## src/rtl/tree_sched_pkg.sv

```systemverilog
package tree_sched_pkg;
  typedef enum logic [1:0] {ST_IDLE, ST_RUN, ST_FIN} walk_st_t;
  typedef enum logic [1:0] {K_RED_UP, K_RED_FOLD, K_PS_UP, K_PS_DN} pass_kind_t;
  localparam int OP_LIMIT = 127;
endpackage

```

## src/rtl/tree_sched_pair.sv

```systemverilog
module tree_sched_pair
  import tree_sched_pkg::*;
#(
  parameter int AW = 9,
  parameter int EW = 3
) (
  input  pass_kind_t      kind,
  input  logic [EW-1:0]   ex,
  input  logic [AW-1:0]   pos,
  input  logic [AW-1:0]   len,
  output logic            ok,
  output logic [AW-1:0]   lft,
  output logic [AW-1:0]   rgt,
  output logic [AW-1:0]   step
);
  logic [AW-1:0] s, h;

  always_comb begin
    s = AW'(1) << ex;
    h = s >> 1;
    case (kind)
      K_RED_UP: begin
        lft  = pos;
        rgt  = pos + h;
        ok   = rgt < len;
        step = s;
      end
      K_RED_FOLD: begin
        lft  = pos;
        rgt  = pos + h;
        ok   = (pos < h) && (rgt < len);
        step = AW'(1);
      end
      K_PS_UP: begin
        lft  = pos + h - AW'(1);
        rgt  = pos + s - AW'(1);
        ok   = rgt < len;
        step = s;
      end
      default: begin
        lft  = pos + s - AW'(1);
        rgt  = pos + s + h - AW'(1);
        ok   = rgt < len;
        step = s;
      end
    endcase
  end
endmodule

```

## src/rtl/tree_sched_walk.sv

```systemverilog
module tree_sched_walk
  import tree_sched_pkg::*;
#(
  parameter int MAX_LEN = 64,
  parameter int LEN_W   = 7,
  parameter int IDX_W   = 6,
  parameter int EW      = 3
) (
  input  logic             clk,
  input  logic             rst,
  input  logic             start,
  input  logic [LEN_W-1:0] cfg_len,
  input  logic [1:0]       cfg_sub,
  input  logic [1:0]       cfg_inv,
  output logic             load,
  output logic             emit,
  output logic             fin,
  output logic             busy,
  output logic [IDX_W-1:0] lft,
  output logic [IDX_W-1:0] rgt,
  output logic [LEN_W-1:0] n_q,
  output logic [1:0]       sub_q,
  output logic [1:0]       inv_q
);
  localparam int AW = LEN_W + 2;

  walk_st_t      st;
  pass_kind_t    kind;
  logic          phase;
  logic [EW-1:0] ex, eq_q, ep_q;
  logic [AW-1:0] pos, lft_w, rgt_w, step_w;
  logic          ok;

  // smallest e with 2^e >= v
  function automatic logic [EW-1:0] ceil_exp(input logic [LEN_W-1:0] v);
    logic [EW-1:0] e;
    e = '0;
    for (int k = 0; k < LEN_W; k++)
      if ((AW'(1) << k) < AW'(v)) e = EW'(k + 1);
    return e;
  endfunction

  // largest e with 2^e <= v
  function automatic logic [EW-1:0] floor_exp(input logic [LEN_W-1:0] v);
    logic [EW-1:0] e;
    e = '0;
    for (int k = 0; k < LEN_W; k++)
      if ((AW'(1) << k) <= AW'(v)) e = EW'(k);
    return e;
  endfunction

  always_comb begin
    if (!sub_q[1]) kind = inv_q[1] ? K_RED_FOLD : K_RED_UP;
    else           kind = phase ? K_PS_DN : K_PS_UP;
    eq_q = ceil_exp(n_q);
    ep_q = floor_exp(n_q);
  end

  tree_sched_pair #(.AW(AW), .EW(EW)) u_pair (
    .kind (kind),
    .ex   (ex),
    .pos  (pos),
    .len  (AW'(n_q)),
    .ok   (ok),
    .lft  (lft_w),
    .rgt  (rgt_w),
    .step (step_w)
  );

  assign load = (st == ST_IDLE) && start;
  assign emit = (st == ST_RUN) && ok;
  assign fin  = (st == ST_FIN);
  assign busy = (st != ST_IDLE);
  assign lft  = IDX_W'(lft_w);
  assign rgt  = IDX_W'(rgt_w);

  always_ff @(posedge clk) begin
    if (rst) begin
      st    <= ST_IDLE;
      phase <= 1'b0;
      ex    <= '0;
      pos   <= '0;
      n_q   <= '0;
      sub_q <= '0;
      inv_q <= '0;
    end else begin
      case (st)
        ST_IDLE: if (start) begin
          n_q   <= cfg_len;
          sub_q <= cfg_sub;
          inv_q <= cfg_inv;
          pos   <= '0;
          phase <= 1'b0;
          ex    <= (!cfg_sub[1] && cfg_inv[1]) ? ceil_exp(cfg_len) : EW'(1);
          st    <= (cfg_len < LEN_W'(2) || cfg_len > LEN_W'(MAX_LEN)) ? ST_FIN : ST_RUN;
        end
        ST_RUN: begin
          if (ok) begin
            pos <= pos + step_w;
          end else begin
            pos <= '0;
            case (kind)
              K_RED_UP:   if (ex == eq_q) st <= ST_FIN; else ex <= ex + EW'(1);
              K_RED_FOLD: if (ex == EW'(1)) st <= ST_FIN; else ex <= ex - EW'(1);
              K_PS_UP:    if (ex == ep_q) phase <= 1'b1; else ex <= ex + EW'(1);
              default:    if (ex == EW'(1)) st <= ST_FIN; else ex <= ex - EW'(1);
            endcase
          end
        end
        default: st <= ST_IDLE;
      endcase
    end
  end
endmodule

```

## src/rtl/tree_sched_sel.sv

```systemverilog
module tree_sched_sel #(
  parameter int LEN_W = 7,
  parameter int IDX_W = 6
) (
  input  logic [IDX_W-1:0] lft,
  input  logic [IDX_W-1:0] rgt,
  input  logic [LEN_W-1:0] len,
  input  logic [1:0]       sub,
  input  logic [1:0]       inv,
  output logic [IDX_W-1:0] idx
);
  logic [IDX_W-1:0] pick;
  always_comb begin
    pick = sub[0] ? rgt : lft;
    if (inv[0]) idx = IDX_W'(len - LEN_W'(1) - LEN_W'(pick));
    else        idx = pick;
  end
endmodule

```

## src/rtl/tree_sched.sv

```systemverilog
module tree_sched
  import tree_sched_pkg::*;
#(
  parameter int MAX_LEN = 64,
  parameter int LEN_W   = $clog2(MAX_LEN + 1),
  parameter int IDX_W   = $clog2(MAX_LEN),
  parameter int CNT_W   = LEN_W + 1
) (
  input  logic             clk,
  input  logic             rst,
  input  logic             start,
  input  logic [LEN_W-1:0] cfg_len,
  input  logic [1:0]       cfg_sub,
  input  logic [1:0]       cfg_inv,
  output logic             busy,
  output logic             out_valid,
  output logic [IDX_W-1:0] out_idx,
  output logic [CNT_W-1:0] op_count,
  output logic             done
);
  localparam int EW = $clog2(LEN_W + 1);

  logic             load, emit, fin;
  logic [IDX_W-1:0] lft, rgt, idx;
  logic [LEN_W-1:0] n_q;
  logic [1:0]       sub_q, inv_q;

  tree_sched_walk #(.MAX_LEN(MAX_LEN), .LEN_W(LEN_W), .IDX_W(IDX_W), .EW(EW)) u_walk (
    .clk(clk), .rst(rst), .start(start),
    .cfg_len(cfg_len), .cfg_sub(cfg_sub), .cfg_inv(cfg_inv),
    .load(load), .emit(emit), .fin(fin), .busy(busy),
    .lft(lft), .rgt(rgt), .n_q(n_q), .sub_q(sub_q), .inv_q(inv_q)
  );

  tree_sched_sel #(.LEN_W(LEN_W), .IDX_W(IDX_W)) u_sel (
    .lft(lft), .rgt(rgt), .len(n_q), .sub(sub_q), .inv(inv_q), .idx(idx)
  );

  always_ff @(posedge clk) begin
    if (rst) begin
      out_valid <= 1'b0;
      out_idx   <= '0;
      op_count  <= '0;
      done      <= 1'b0;
    end else begin
      out_valid <= emit;
      done      <= fin;
      if (emit) out_idx <= idx;
      if (load)      op_count <= '0;
      else if (emit) op_count <= op_count + CNT_W'(1);
    end
  end
endmodule

```

## config.mk

```make
export PLATFORM = sky130hd
export DESIGN_NAME = tree_sched
export DESIGN_NICKNAME = d
export VERILOG_FILES = /design/src/rtl/tree_sched_pkg.sv /design/src/rtl/tree_sched_pair.sv /design/src/rtl/tree_sched_walk.sv /design/src/rtl/tree_sched_sel.sv /design/src/rtl/tree_sched.sv
export SDC_FILE = /design/constraint.sdc
export NUM_CORES = 1
export LEC_CHECK = 0
export BUFFER_PORTS_ARGS = -buffer_cell sky130_fd_sc_hd__buf_2
export CORE_ASPECT_RATIO = 1.2
export CORE_MARGIN = 10
export CORE_UTILIZATION = 64
export CTS_BUF_LIST = sky130_fd_sc_hd__clkbuf_2
export DETAILED_ROUTE_END_ITERATION = 6
export GPL_TIMING_DRIVEN = 1
export HOLD_SLACK_MARGIN = 0.15
export PLACE_DENSITY_LB_ADDON = 0.05
export REMOVE_ABC_BUFFERS = 1
export SLEW_MARGIN = 30
export SYNTH_ARGS = -nofsm -noshare
export SYNTH_HDL_FRONTEND = slang
export SYNTH_SLANG_ARGS = --single-unit
```

## constraint.sdc

```tcl
create_clock -name clk -period 5.7 [get_ports clk]
set_input_delay 0.285 -clock clk [delete_from_list [all_inputs] [get_ports clk]]
set_output_delay 0.285 -clock clk [all_outputs]
set_load 0.05 [all_outputs]
```

After elaboration in Yosys (flattened, before gate mapping)
Cells that the tools add are included.
{"block": "word_totals", "regBits": 42, "output_inout_bits": 17, "elab_cells": 136}
{"block": "classes", "addsub": 12, "n_lt_le_gt_ge": 26, "eq_ne": 17, "shifts": 1, "muxes": 52, "reduce_logical": 17}
{"op": "3-bit 2-to-1 mux", "n": 17}
{"op": "9-bit by 7-bit less-than comparator with 1-bit output", "n": 3}
{"op": "9-bit 2-to-1 mux", "n": 3}
{"op": "2-bit 2-to-1 mux", "n": 12}
{"op": "6-bit case mux with 2 select lines", "n": 2}
{"op": "9-bit by 8-bit adder with 9-bit output", "n": 2}
{"op": "9-bit adder", "n": 2}
{"op": "9-bit case mux with 2 select lines", "n": 1}
{"op": "9-bit by 1-bit subtractor with 9-bit output (second input constant)", "n": 2}
{"op": "1-bit by 7-bit less-than comparator with 1-bit output (first input constant)", "n": 2}
{"op": "2-bit by 7-bit less-than comparator with 1-bit output (first input constant)", "n": 2}
{"op": "3-bit by 7-bit less-than comparator with 1-bit output (first input constant)", "n": 2}
{"op": "4-bit by 7-bit less-than comparator with 1-bit output (first input constant)", "n": 2}
{"op": "5-bit by 7-bit less-than comparator with 1-bit output (first input constant)", "n": 2}
{"op": "6-bit by 7-bit less-than comparator with 1-bit output (first input constant)", "n": 2}
{"op": "7-bit less-than comparator (first input constant)", "n": 2}
{"op": "6-bit 2-to-1 mux", "n": 2}
{"op": "3-bit inequality test (second input constant)", "n": 4}
{"op": "3-bit case mux with 2 select lines", "n": 2}
{"op": "6-bit by 1-bit subtractor with 6-bit output (second input constant)", "n": 2}
{"op": "2-bit inequality test (second input constant)", "n": 5}
{"op": "5-bit AND reduction", "n": 2}
{"op": "9-bit by 8-bit less-than comparator with 1-bit output", "n": 1}
{"op": "1-bit 2-to-1 mux", "n": 9}
{"op": "other kinds (29)", "n": 40}

Depth between registers and ports, before layout
{"block": "depth", "depth_word": 13, "mapped_depth": 29}

Modules after synthesis
From an unflattened synthesis, not the netlist that was laid out.
{"block": "unflattened", "cells_unflattened": 734, "hier_area_um2": 5610.4}
{"mod": "tree_sched_pair", "n_inst": 1, "cells_each": 411, "area_per_inst_um2": 2862.7, "seq_area_each_um2": 0.0}
{"mod": "tree_sched_walk", "n_inst": 1, "cells_each": 220, "area_per_inst_um2": 1776.7, "seq_area_each_um2": 520.5}
{"mod": "tree_sched", "n_inst": 1, "cells_each": 61, "area_per_inst_um2": 603.1, "seq_area_each_um2": 320.3}
{"mod": "tree_sched_sel", "n_inst": 1, "cells_each": 42, "area_per_inst_um2": 367.9, "seq_area_each_um2": 0.0}

Least setup slack after synthesis
No wires, ideal clock.
{"block": "synth_path", "kind": "reg-to-reg", "start": "register u_walk.ex[1]", "end": "register out_idx[1]", "setup_time_ps": 86, "arrival_time_ps": 4935, "required_time_ps": 5614, "slack_ps": 680, "path_stages_with_launch": 29, "path_cell_list": "dfxtp_1 -> inv_1 -> ha_1 -> buf_2 -> nand2b_1 -> clkbuf_1 -> xnor2_1 -> ha_1 -> a21oi_1 -> a311oi_2 -> nand2_1 -> xnor2_1 -> inv_1 -> ha_1 -> inv_1 -> ha_1 -> nand2_1 -> o21ai_0 -> nor2_1 -> xnor2_1 -> ha_1 -> a32oi_1 -> nand3_1 -> nor3_1 -> a32oi_1 -> o21ai_1 -> buf_2 -> a21oi_1 -> a211oi_1"}
{"block": "synth_between", "elab_chain_len": 8, "word_cells_on_any_way": 19, "classes_between": "add/sub: 7; order compare: 4; shift: 1; mux: 5; reduce/logical: 2"}
{"item": "from (decl)", "line_no": "tree_sched_walk.sv:30", "text": "logic [EW-1:0] ex, eq_q, ep_q;"}
{"item": "from (signal assigned)", "line_no": "tree_sched_walk.sv:94", "text": "ex <= (!cfg_sub[1] && cfg_inv[1]) ? ceil_exp(cfg_len) : EW'(1);"}
{"item": "1-bit by 3-bit << shifter with 9-bit output *", "line_no": "tree_sched_pair.sv:19", "text": "s = AW'(1) << ex;"}
{"item": "9-bit adder", "line_no": "tree_sched_pair.sv:36, tree_sched_pair.sv:42"}
{"item": "9-bit by 8-bit adder with 9-bit output", "line_no": "tree_sched_pair.sv:42", "text": "rgt = pos + s + h - AW'(1);"}
{"item": "9-bit by 1-bit subtractor with 9-bit output", "line_no": "tree_sched_pair.sv:42"}
{"item": "6-bit case mux with 2 select lines", "line_no": "tree_sched_pair.sv:21", "text": "case (kind)"}
{"item": "6-bit 2-to-1 mux", "line_no": "tree_sched_sel.sv:14", "text": "pick = sub[0] ? rgt : lft;"}
{"item": "6-bit subtractor", "line_no": "tree_sched_sel.sv:15", "text": "if (inv[0]) idx = IDX_W'(len - LEN_W'(1) - LEN_W'(pick));"}
{"item": "6-bit 2-to-1 mux", "line_no": "tree_sched_sel.sv:15"}
{"item": "to (signal assigned)", "line_no": "tree_sched.sv:48", "text": "if (emit) out_idx <= idx;"}
{"item": "to (decl)", "line_no": "tree_sched.sv:17", "text": "output logic [IDX_W-1:0] out_idx,"}
Every way passes the cells marked *; elsewhere a longest branch is shown, timed or not.
A chain may end at the register's enable or synchronous reset.

Worst setup path after layout
{"block": "layout_path", "start": "register u_walk.ex[1]", "end": "register op_count[0]"}
{"block": "layout_between", "elab_chain_len": 7, "word_cells_on_any_way": 13, "classes_between": "add/sub: 5; order compare: 4; shift: 1; mux: 1; reduce/logical: 2"}
{"item": "1-bit by 3-bit << shifter with 9-bit output *", "line_no": "tree_sched_pair.sv:19"}
{"item": "9-bit adder", "line_no": "tree_sched_pair.sv:36, tree_sched_pair.sv:42"}
{"item": "9-bit by 8-bit adder with 9-bit output", "line_no": "tree_sched_pair.sv:42"}
{"item": "9-bit by 1-bit subtractor with 9-bit output", "line_no": "tree_sched_pair.sv:42"}
{"item": "9-bit by 7-bit less-than comparator with 1-bit output", "line_no": "tree_sched_pair.sv:43", "text": "ok = rgt < len;"}
{"item": "1-bit case mux with 3 select lines *", "line_no": "tree_sched_pair.sv:21"}
{"item": "1-bit logical AND *", "line_no": "tree_sched_walk.sv:71", "text": "assign emit = (st == ST_RUN) && ok;"}
{"item": "to (signal assigned)", "line_no": "tree_sched.sv:50", "text": "else if (emit) op_count <= op_count + CNT_W'(1);"}
{"item": "to (decl)", "line_no": "tree_sched.sv:18", "text": "output logic [CNT_W-1:0] op_count,"}
Marked as above.

==> out/results.txt <==
The most instantiated flip-flop cell in the synthesis netlist is sky130_fd_sc_hd__dfxtp_1. Traced cell by cell, the critical path runs through inv_1 -> ha_1 -> nor2b_1 -> ha_2 -> ha_1 -> a21oi_1 -> o221ai_1 -> xnor2_2 -> xor2_1 -> inv_1 -> fa_1 -> nor2b_1 -> o21ai_0 -> nand2b_1 -> xor2_1 -> ha_1 -> a32oi_1 -> nand3_1 -> nor3_1 -> a32oi_1 -> o21a_1 -> buf_4 -> or3_1 -> a21oi_1. The run gives 11.58 mm as the sum of net half-perimeters after detailed placement.

The tools report the sort of element at the start of the critical path as a flop. The overall power after layout is 2.986 mW, and the largest net degree at the start of global routing is 28. The repair_antennas step left the layout with diodes totalling 0. The setup slack of the most critical reg-to-reg path came out at 490 ps. The post-route non-filler standard cell count is 831, and the post-synthesis instance total is 705. The tools report the sequential cell fraction of total power as 14.9%. Area of the core: 8063 um^2. The portion of the clock cycle consumed by the worst path in the final layout works out to 91.44%. The flow ran to the end, and the final reports show no timing, DRC or antenna violations.

The width of the die was 102.6 um; the count of synthesis-stage warnings from yosys was 0. Commonest non-fill, non-tap cell in the layout: sky130_fd_sc_hd__nand2_1. The finished cells cover 5720 um^2. The tools report the leakage power total as 2.639 nW. The routed layout has 5283 vias.

The run gives 42.48% as the relative slew slack. Adding up every negative setup slack in the final design gives 0 ps. The slew at the pin with the worst max-slew slack was 861.6 ps; the required arrival time at the worst endpoint was 6070 ps. The cell area that synthesis handed to floorplanning was 5245 um^2. The clock net sink count was 42.

The logs give 369 for the initial DRC count and 2 for the worst-case clock buffer depth. In this run, synthesis produced a sequential element count of 42. Counting flops with a built-in enable in the synthesized netlist gives 0.

The first global-routing pass estimated 24.13 mm of wire. The cell-internal power is 1.426 mW, and the proportion of synthesized flip-flops having asynchronous set or reset is 0%. For the number of pins with negative max-slew slack in the final report, the log shows 0. The number of antenna violations at the first check in global routing came out at 0. Clock tree synthesis selected as its root buffer the cell sky130_fd_sc_hd__clkbuf_2. The run gives 0 as the remaining antenna violation count after routing.

Number of DRC violations after detailed routing: 0. The slowest stage of the critical path is the sky130_fd_sc_hd__dfxtp_2 cell. After layout, the worst setup slack is 488.1 ps. The worst setup path is captured at a flop. The aggregate global-route resource usage is 24.11%. Power spread over the standard cell area amounts to 521.9 nW/um^2.

The H-tree was split into 2 levels. TritonCTS built the clock tree. The final core utilization is 70.95%, and the count of distinct cell types in the synthesized netlist is 76. The largest single stage delay on the critical path is 460 ps. The layout overhead on the synthesized area is 9.065%, and the vertical die dimension is 119.2 um. The routability-driven placement congestion ratio came out at 0.9722.

Leaving out fill and tap cells, the most frequent cells in the layout are 73 x sky130_fd_sc_hd__nand2_1, 68 x sky130_fd_sc_hd__ha_1, 65 x sky130_fd_sc_hd__nor2_1. The fraction of layout cells with a size suffix above 1 was 11.82%. The run gives 5043 as the via count of the first global-routing pass. Dividing the detail-routed wire length by the instance count gives 17.77 um. Final hold analysis gives a worst-case slack of 303.2 ps. Setup repair after global routing left no endpoint under its margin.

Timing would allow up to 0.1919 GHz. For the count of nets after finishing, the log shows 822. The tool flagged a number of max-cap violations equal to 0. The worst ir drop on vdd is 0.4045 mV, and the highest net fanout along the worst path is 7. The cell seen most often among critical-path stages is sky130_fd_sc_hd__ha_1. A synthesized cell averages 7.440 um^2. The clock network latency to the later pin of the worst-skew pair is 440 ps, and the number of CTS-inserted buffers is 5. For this design the total switching power over the nets is 1.559 mW. The clock transition at the registers of the reported paths is 220 ps, and the via density per instance is 6.357. The worst hold path belongs to the class input port to flop. The critical path in this run is classified as flop to flop. The initialized floorplan defines 36 standard-cell rows. Summing all placed instances gives a cell area of 5416 um^2. Effective utilization at floorplan: 65.05%.

For this run, the register share of the synthesized area comes to 16.03%. Global routing finished with a remaining overflow of 0. The worst path arrival time is 5580 ps, and the setup slack at placement is 178.7 ps.

Before antenna repair, the detailed router went through 5 iterations. The number of placed instances, taps included, is 803. The clock network is responsible for 7.5% of the overall power.

Setup violations remaining at the end of the flow were counted as 0. In this run the count of I/O pins placed on the die edge is 31. Combinational logic burns 77.6% of the power.

The worst path needs 5212 ps of the cycle, external delays included. Port buffering added 30 buffers. Net switching is 52.23% of the power. The die covers 12230 um^2. Final wirelength: 14.77 mm.

The number of failing hold endpoints at the final stage is 0, and the worst clock skew on the final layout is 20.02 ps.
sequential cells by signal (all words and copies together) (netlist names):
name / cells
u_walk.phase: 1
u_walk.ex: 3
u_walk.sub_q: 2
u_walk.pos: 9
out_idx: 6
u_walk.inv_q: 2
done: 1
u_walk.n_q: 7
u_walk.st: 2
op_count: 8
out_valid: 1
final cells by class:
type,instances,area [um^2]
multi-input cells,571,4059
repair buffers,57,382.9
well taps,95,118.9
fillers,680,2342
flip-flops and latches,42,845.8
clock inverters,3,68.82
clock buffers,5,25.02
inverters,58,220.2
cells by family (layout without fill, tap and decap cells):
| logic type | count (synthesis) | count (layout) | share of synthesized area, % |
|---|---|---|---|
| AOI/OAI and AO/OA | 201 | 201 | 26.67 |
| adders and majority gates | 73 | 73 | 17.84 |
| xor gates and xnor gates | 45 | 45 | 7.658 |
| muxes | 13 | 13 | 2.624 |
| buffers and inverters | 92 | 123 | 7.061 |
| DFF | 42 | 42 | 16.03 |
| and+or+nand+nor | 239 | 239 | 22.11 |
synthesized netlist by cell type (9+ instances only):
cell | instances | area share (%)
sky130_fd_sc_hd__nand3_1 | 19 | 1.8
sky130_fd_sc_hd__a31oi_1 | 10 | 1.2
sky130_fd_sc_hd__a21o_1 | 10 | 1.4
sky130_fd_sc_hd__nor3_1 | 14 | 1.3
sky130_fd_sc_hd__and3_1 | 9 | 1.1
sky130_fd_sc_hd__nand2b_1 | 12 | 1.4
sky130_fd_sc_hd__clkbuf_1 | 22 | 1.6
sky130_fd_sc_hd__nor2_1 | 65 | 4.7
sky130_fd_sc_hd__o21ai_0 | 30 | 2.9
sky130_fd_sc_hd__a21oi_1 | 60 | 5.7
sky130_fd_sc_hd__xor2_1 | 13 | 2.2
sky130_fd_sc_hd__dfxtp_1 | 42 | 16
sky130_fd_sc_hd__ha_1 | 70 | 17
sky130_fd_sc_hd__xnor2_1 | 31 | 5.2
sky130_fd_sc_hd__nor2b_1 | 11 | 1.3
sky130_fd_sc_hd__nand2_1 | 73 | 5.2
sky130_fd_sc_hd__inv_1 | 57 | 4.1
layer usage:
| layer | vias to the layer above | wire length, um | GRT usage [%] |
|---|---|---|---|
| li1 | 2597 | - | - |
| met1 | 2457 | 5951 | 27.76 |
| met2 | 190 | 7493 | 42.39 |
| met3 | 39 | 799 | 3.875 |
| met4 | 0 | 527 | 10.16 |
| met5 | - | 0 | 0 |
path summary, 6_finish.rpt:
check	start	end	cells past startpoint
min reg2reg	op_count[5]	op_count[5]	2
min	rst	u_walk.pos[5]	2
max	u_walk.ex[1]	op_count[0]	24
max reg2reg	u_walk.ex[1]	op_count[0]	24
worst max-delay path: cells and delay by family, from the launching register on:
family | cells | cell delay, ps
AOI/OAI and AO/OA | 7 | 1170
buffers and inverters | 3 | 410
DFF | 1 | 460
and+or+nand+nor | 6 | 960
xor gates and xnor gates | 3 | 720
adders and majority gates | 5 | 1400
what timing repair did:
action	CTS	global route
setup buffers	0	8
hold buffers	12	0
endpoints found under the hold margin	12	0
setup endpoints to repair	0	30
resized for setup	0	9
power by group through the flow:
stage               Sequential, mW  Combinational (mW)  Clock, mW
CTS                          0.438                2.26      0.229
global placement             0.441                2.17          0
floorplan                    0.505                1.61          0
global route                 0.454                2.58      0.238
detailed placement           0.445                2.24          0
finish                       0.443                2.32      0.225
(Power assumes the default switching activity.)
